<file path="src/rtl/bfir_pkg.sv">
package bfir_pkg;
  // headroom so a sum of n full products cannot wrap
  function automatic int guard_bits(input int n_taps);
    return $clog2(n_taps + 1);
  endfunction
endpackage

</file>
<file path="src/rtl/bfir_split_mult.sv">
module bfir_split_mult #(
  parameter int A_W = 16,
  parameter int B_W = 16,
  localparam int P_W  = A_W + B_W,
  localparam int LO_W = B_W / 2,
  localparam int HI_W = B_W - LO_W,
  localparam int LP_W = A_W + LO_W + 1,
  localparam int HP_W = A_W + HI_W
) (
  input  logic                  clk_i,
  input  logic                  rst_ni,
  input  logic signed [A_W-1:0] a_i,
  input  logic signed [B_W-1:0] b_i,
  output logic signed [P_W-1:0] prod_o
);
  logic signed [LP_W-1:0] a_lo_x, b_lo_x, pp_lo_d, pp_lo_q;
  logic signed [HP_W-1:0] a_hi_x, b_hi_x, pp_hi_d, pp_hi_q;

  // stage 1: low coefficient half is unsigned, high half carries the sign
  assign a_lo_x  = {{(LO_W+1){a_i[A_W-1]}}, a_i};
  assign b_lo_x  = {{A_W{1'b0}}, 1'b0, b_i[LO_W-1:0]};
  assign a_hi_x  = {{HI_W{a_i[A_W-1]}}, a_i};
  assign b_hi_x  = {{A_W{b_i[B_W-1]}}, b_i[B_W-1:LO_W]};
  assign pp_lo_d = a_lo_x * b_lo_x;
  assign pp_hi_d = a_hi_x * b_hi_x;

  always_ff @(posedge clk_i or negedge rst_ni) begin
    if (!rst_ni) begin
      pp_lo_q <= '0;
      pp_hi_q <= '0;
    end else begin
      pp_lo_q <= pp_lo_d;
      pp_hi_q <= pp_hi_d;
    end
  end

  // stage 2: merge, shares its cycle with one chain adder
  assign prod_o = ({{LO_W{pp_hi_q[HP_W-1]}}, pp_hi_q} <<< LO_W)
                + {{(P_W-LP_W){pp_lo_q[LP_W-1]}}, pp_lo_q};

  // checker-only: marks that the cut register holds a post-reset product
  logic armed_q;
  always_ff @(posedge clk_i or negedge rst_ni) begin
    if (!rst_ni) armed_q <= 1'b0;
    else         armed_q <= 1'b1;
  end

  localparam logic signed [P_W-1:0] P_LIM = P_W'(1) <<< (P_W - 2);

  AST_MULT_EXACT: assert property (@(posedge clk_i) disable iff (!rst_ni)
    armed_q |-> prod_o == P_W'($past(a_i)) * P_W'($past(b_i)));
  AST_NO_OVERFLOW: assert property (@(posedge clk_i) disable iff (!rst_ni)
    armed_q |-> (prod_o <= P_LIM) && (prod_o >= -P_LIM));
endmodule

</file>
<file path="src/rtl/bfir_sum_chain.sv">
module bfir_sum_chain #(
  parameter int N_TAPS = 3,
  parameter int P_W    = 32,
  parameter int ACC_W  = 34
) (
  input  logic                           clk_i,
  input  logic                           rst_ni,
  input  logic                           en_i,
  input  logic [N_TAPS-1:0][P_W-1:0]     prod_i,
  output logic signed [ACC_W-1:0]        y_o
);
  logic signed [ACC_W-1:0] part_q [N_TAPS-1];
  logic signed [ACC_W-1:0] nxt    [N_TAPS-1];
  logic signed [ACC_W-1:0] y_q;

  // part_q[k] carries the sum for taps k+1 .. N_TAPS-1
  for (genvar k = 0; k < N_TAPS - 1; k++) begin : g_node
    if (k == N_TAPS - 2) begin : g_far
      assign nxt[k] = ACC_W'($signed(prod_i[k+1]));
    end else begin : g_mid
      assign nxt[k] = ACC_W'($signed(prod_i[k+1])) + part_q[k+1];
    end
  end

  always_ff @(posedge clk_i or negedge rst_ni) begin
    if (!rst_ni) begin
      for (int k = 0; k < N_TAPS - 1; k++) part_q[k] <= '0;
      y_q <= '0;
    end else if (en_i) begin
      for (int k = 0; k < N_TAPS - 1; k++) part_q[k] <= nxt[k];
      y_q <= ACC_W'($signed(prod_i[0])) + part_q[0];
    end
  end

  assign y_o = y_q;
endmodule

</file>
<file path="src/rtl/bcast_fir.sv">
module bcast_fir
  import bfir_pkg::*;
#(
  parameter int DATA_W = 16,
  parameter int COEF_W = 16,
  parameter int N_TAPS = 3,
  localparam int PROD_W = DATA_W + COEF_W,
  localparam int ACC_W  = PROD_W + guard_bits(N_TAPS)
) (
  input  logic                              clk_i,
  input  logic                              rst_ni,
  input  logic                              valid_i,
  input  logic signed [DATA_W-1:0]          x_i,
  input  logic [N_TAPS-1:0][COEF_W-1:0]     coef_i,
  output logic                              valid_o,
  output logic signed [ACC_W-1:0]           y_o
);
  logic [N_TAPS-1:0][PROD_W-1:0] prod;
  logic v_cut_q, v_out_q;

  // same sample fans out to every multiplier
  for (genvar t = 0; t < N_TAPS; t++) begin : g_mult
    bfir_split_mult #(.A_W(DATA_W), .B_W(COEF_W)) i_mult (
      .clk_i  (clk_i),
      .rst_ni (rst_ni),
      .a_i    (x_i),
      .b_i    ($signed(coef_i[t])),
      .prod_o (prod[t])
    );
  end

  always_ff @(posedge clk_i or negedge rst_ni) begin
    if (!rst_ni) begin
      v_cut_q <= 1'b0;
      v_out_q <= 1'b0;
    end else begin
      v_cut_q <= valid_i;
      v_out_q <= v_cut_q;
    end
  end

  bfir_sum_chain #(.N_TAPS(N_TAPS), .P_W(PROD_W), .ACC_W(ACC_W)) i_chain (
    .clk_i  (clk_i),
    .rst_ni (rst_ni),
    .en_i   (v_cut_q),
    .prod_i (prod),
    .y_o    (y_o)
  );

  assign valid_o = v_out_q;

  AST_LATENCY: assert property (@(posedge clk_i) disable iff (!rst_ni)
    valid_i |=> ##1 valid_o);
  AST_BUBBLE: assert property (@(posedge clk_i) disable iff (!rst_ni)
    !valid_i |=> ##1 !valid_o);
  AST_HOLD: assert property (@(posedge clk_i) disable iff (!rst_ni)
    !valid_o |-> $stable(y_o));
endmodule

</file>
<file path="config.mk">
export PLATFORM = sky130hd
export DESIGN_NAME = bcast_fir
export DESIGN_NICKNAME = d
export VERILOG_FILES = /design/src/rtl/bfir_pkg.sv /design/src/rtl/bfir_split_mult.sv /design/src/rtl/bfir_sum_chain.sv /design/src/rtl/bcast_fir.sv
export SDC_FILE = /design/constraint.sdc
export NUM_CORES = 2
export LEC_CHECK = 0
export ABC_AREA = 1
export BUFFER_PORTS_ARGS = -buffer_cell sky130_fd_sc_hd__buf_2
export CELL_PAD_IN_SITES_DETAIL_PLACEMENT = 1
export CELL_PAD_IN_SITES_GLOBAL_PLACEMENT = 2
export CORE_MARGIN = 4
export CORE_UTILIZATION = 39
export CTS_BUF_LIST = sky130_fd_sc_hd__clkbuf_2 sky130_fd_sc_hd__clkbuf_4 sky130_fd_sc_hd__clkbuf_8
export CTS_CLUSTER_DIAMETER = 60
export DETAILED_ROUTE_END_ITERATION = 10
export GPL_ROUTABILITY_DRIVEN = 0
export HOLD_SLACK_MARGIN = 0.15
export PLACE_DENSITY_LB_ADDON = 0.1
export SYNTH_ARGS = -nofsm -noshare
export SYNTH_HDL_FRONTEND = slang
export SYNTH_SLANG_ARGS = --single-unit
</file>
<file path="constraint.sdc">
create_clock -name clk_i -period 3.2 [get_ports clk_i]
set_input_delay 0.64 -clock clk_i [delete_from_list [all_inputs] [get_ports clk_i]]
set_output_delay 0.64 -clock clk_i [all_outputs]
set_load 0.02 [all_outputs]
</file>
==> results_dict.tcl <==
set metrics [dict create \
    status "finished with violations" \
    violations "setup timing" \
    synthFlopType "dfrtp_1" \
    synth_nets 7298 \
    crit_fanout 6 \
    top_usage_layer "met2" \
    ys_types 49 \
    regArea_um2 6210 \
    fmax_mhz 242 \
    cp_slowest_cell "fa_1" \
    area_delta_synth_final_pct 43.5 \
    numCtsBuffers 48 \
    worst_pin_slew_ns 0.919 \
    yosysSeqAreaShare_pct 13.7 \
    fin_cells 8698 \
    die_x_um 349 \
    grt_overflow 0 \
    drive_gt1_share_pct 34.7 \
    cts_tree "done" \
    clockBufferDepth 3 \
    die_y_um 349 \
    drc 0 \
    cts_root_buf "clkbuf_8" \
    dpl.cell_count 8433 \
    grt_antenna_before_repair 6 \
    hold_viol 0 \
    critical-path-max-stage-delay_ns 0.54 \
    htreeDepth 2 \
    multi_input_area_um2 39200 \
    worstSetupStartpoint "x_i[5]" \
    finalCriticalPeriod_ns 4.13 \
    drt_pass1_iterations 6 \
    synth_edf_count 0 \
    layout.nets 8256 \
    cpLargestDelayFamily "adder cells" \
    start_util_pct 39.5 \
    io_buffers 101 \
    fin_ws_ns -0.927 \
    r2r-start "g_mult[1].i_mult.pp_hi_q[0]$_DFF_PN0_" \
    dieArea_um2 122000 \
    syn-cell-area_um2 45300 \
    layout.cells.most_common_list "inv_1 (1437), nand2_1 (1259), buf_4 (759)" \
    final_core_util_pct 56.7 \
    io_pins 102 \
    setup_viol_count_final 129 \
    fin_tns_setup_ns -70.61 \
    rsz0062_at_grt "true" \
    grt_first_pass_wirelength_um 270000 \
    grt_use_met1_pct 36.6 \
    synthArstFlopShare_pct 100 \
    crit_chain "buf_12 -> buf_16 -> buf_8 -> buf_6 -> nand2_4 -> fa_2 -> fa_1 -> inv_2 -> fa_1 -> inv_1 -> fa_1 -> inv_2 -> ha_4 -> nand2_4 -> o21ai_0 -> nand2_1 -> nand2_1 -> nand2_1 -> nand3_2 -> xor2_1" \
    hpwlAfterDp_um 136000 \
    grt_util_met2_pct 51.1 \
    path_clk_slew_ns 0.06 \
    drt-total-wl_um 181000 \
    grt_pass1_vias 48300 \
    track_usage_pct 28.4 \
    synth_seq_cells 248 \
    row_count 124 \
    drv_slew 0 \
    setup.worst_path.end_class "flop" \
    cap_violations 0 \
    yosysWarnings 0 \
    vias_per_cell 4.98 \
    postRouteAntennaNets 0 \
    worstHoldStart "g_mult[2].i_mult.pp_lo_q[4]$_DFF_PN0_" \
    met3_usage_pct 2.53 \
    max-slew-margin-rel_pct 38.8 \
    period_share_pct 129 \
    drt-wirelength-per-cell_um 20.8 \
    dr_total_vias 43300 \
    worst-setup-path-type "in -> reg" \
    worst-path-buf-inv 7 \
    syn_inst 6192 \
    hold_path_class "reg -> reg" \
    core_region_area_um2 115000 \
    avgSynthCellArea_um2 7.32 \
    grt_max_degree 91 \
    cts_sinks 248 \
    drt_iter0_drc 1992 \
    worstPathRequired_ns 3.78 \
    n_fill_cell 13500 \
    clock_latency_ns 0.68 \
    crit_arrival_ns 4.71 \
    mostFrequentLayoutCell "inv_1" \
    fin_skew_ns 0.0489 \
    hold_slack_ns 0.451 \
    start_kind "input pin" \
]
-- flip-flops by register name, indices dropped and copies added (netlist names) --
register               cells
g_mult.i_mult.pp_hi_q     72
i_chain.y_o               34
v_cut_q                    1
valid_o                    1
i_chain.part_q            65
g_mult.i_mult.pp_lo_q     75
-- stage by stage --
stage          instance area, um2  setup slack, ns
3_3_place_gp                56500            -1.53
3_5_place_dp                56500            -1.59
5_1_grt                     65000           -0.996
2_1_floorplan               49300            -1.05
4_1_cts                     63100           -0.700
6_report                    65000           -0.927
-- routing by layer --
| layer | wire length [um] | vias to the layer above | share of wire, % |
|---|---|---|---|
| li1 | - | 20300 | - |
| met1 | 77300 | 22000 | 43 |
| met2 | 91100 | 748 | 50 |
| met3 | 6560 | 267 | 3.6 |
| met4 | 5890 | 0 | 3.3 |
| met5 | 0 | - | 0 |
-- cells in the mapped netlist, drive strengths merged, types with 38 or more instances --
cell       n  share of area, %
inv     1640                14
nand2   1604                14
fa       620                27
ha       419                12
nor2     324               2.8
a21oi    275               3.1
dfrtp    248                14
nand3    207               2.3
o21ai    201               2.4
clkbuf   168               1.4
xnor2    112               2.2
xor2     107               2.1
nand4     62              0.86
nor3      38              0.50
-- area by class of cell --
| type | count | share of cell area [%] |
|---|---|---|
| multi-input combinational | 4110 | 60.2 |
| clock inverter | 21 | 0.408 |
| clock buffer | 63 | 1.26 |
| tap | 1512 | 2.91 |
| sequential | 248 | 9.55 |
| timing repair buffer | 1102 | 16.2 |
| inverter | 1640 | 9.51 |
| antenna | 2 | 0.00769 |
-- kinds of logic (layout without fill, tap and decap cells) --
family	count (synthesis)	count (layout)	share of synthesized area [%]
AOI/OAI and AO/OA	586	586	7.41
buffers and inverters	1834	2826	15.2
xor gates and xnor gates	219	219	4.23
adders and majority gates	1039	1039	39.0
DFF	248	248	13.7
and+or+nand+nor	2266	2266	20.5
other	0	2	0
-- timing repair --
| item | CTS | global route |
|---|---|---|
| gates cloned | 15 | 7 |
| endpoints found under the hold margin | 82 | 0 |
| setup buffers | 132 | 53 |
| setup endpoints to repair | 149 | 156 |
| hold buffers | 2 | 0 |
| resized for setup | 965 | 401 |
| pin swaps | 394 | 307 |
-- path summary, 6_finish.rpt --
check / to / slack, ns / cells past startpoint
max in group asynchronous: i_chain.part_q[60]$_DFFE_PN0P_ / 1.71 / 3
worst max-delay path: g_mult[2].i_mult.pp_hi_q[21]$_DFF_PN0_ / -0.93 / 20
worst max register to register: i_chain.part_q[65]$_DFFE_PN0P_ / -0.14 / 22
min in group asynchronous: g_mult[2].i_mult.pp_lo_q[23]$_DFF_PN0_ / 0.60 / 2
worst min-delay path: i_chain.part_q[4]$_DFFE_PN0P_ / 0.45 / 2
worst min register to register: i_chain.part_q[4]$_DFFE_PN0P_ / 0.45 / 2
-- worst min-delay path, cell delays in order, from the launching register on --
cell and delay [ns]:
dfrtp_1 0.32, nand2_1 0.05, nand2_1 0.05
Power is left out: the tool's default activity adds up to more than one toggle a clock period on the data nets, which glitch-free logic cannot reach.
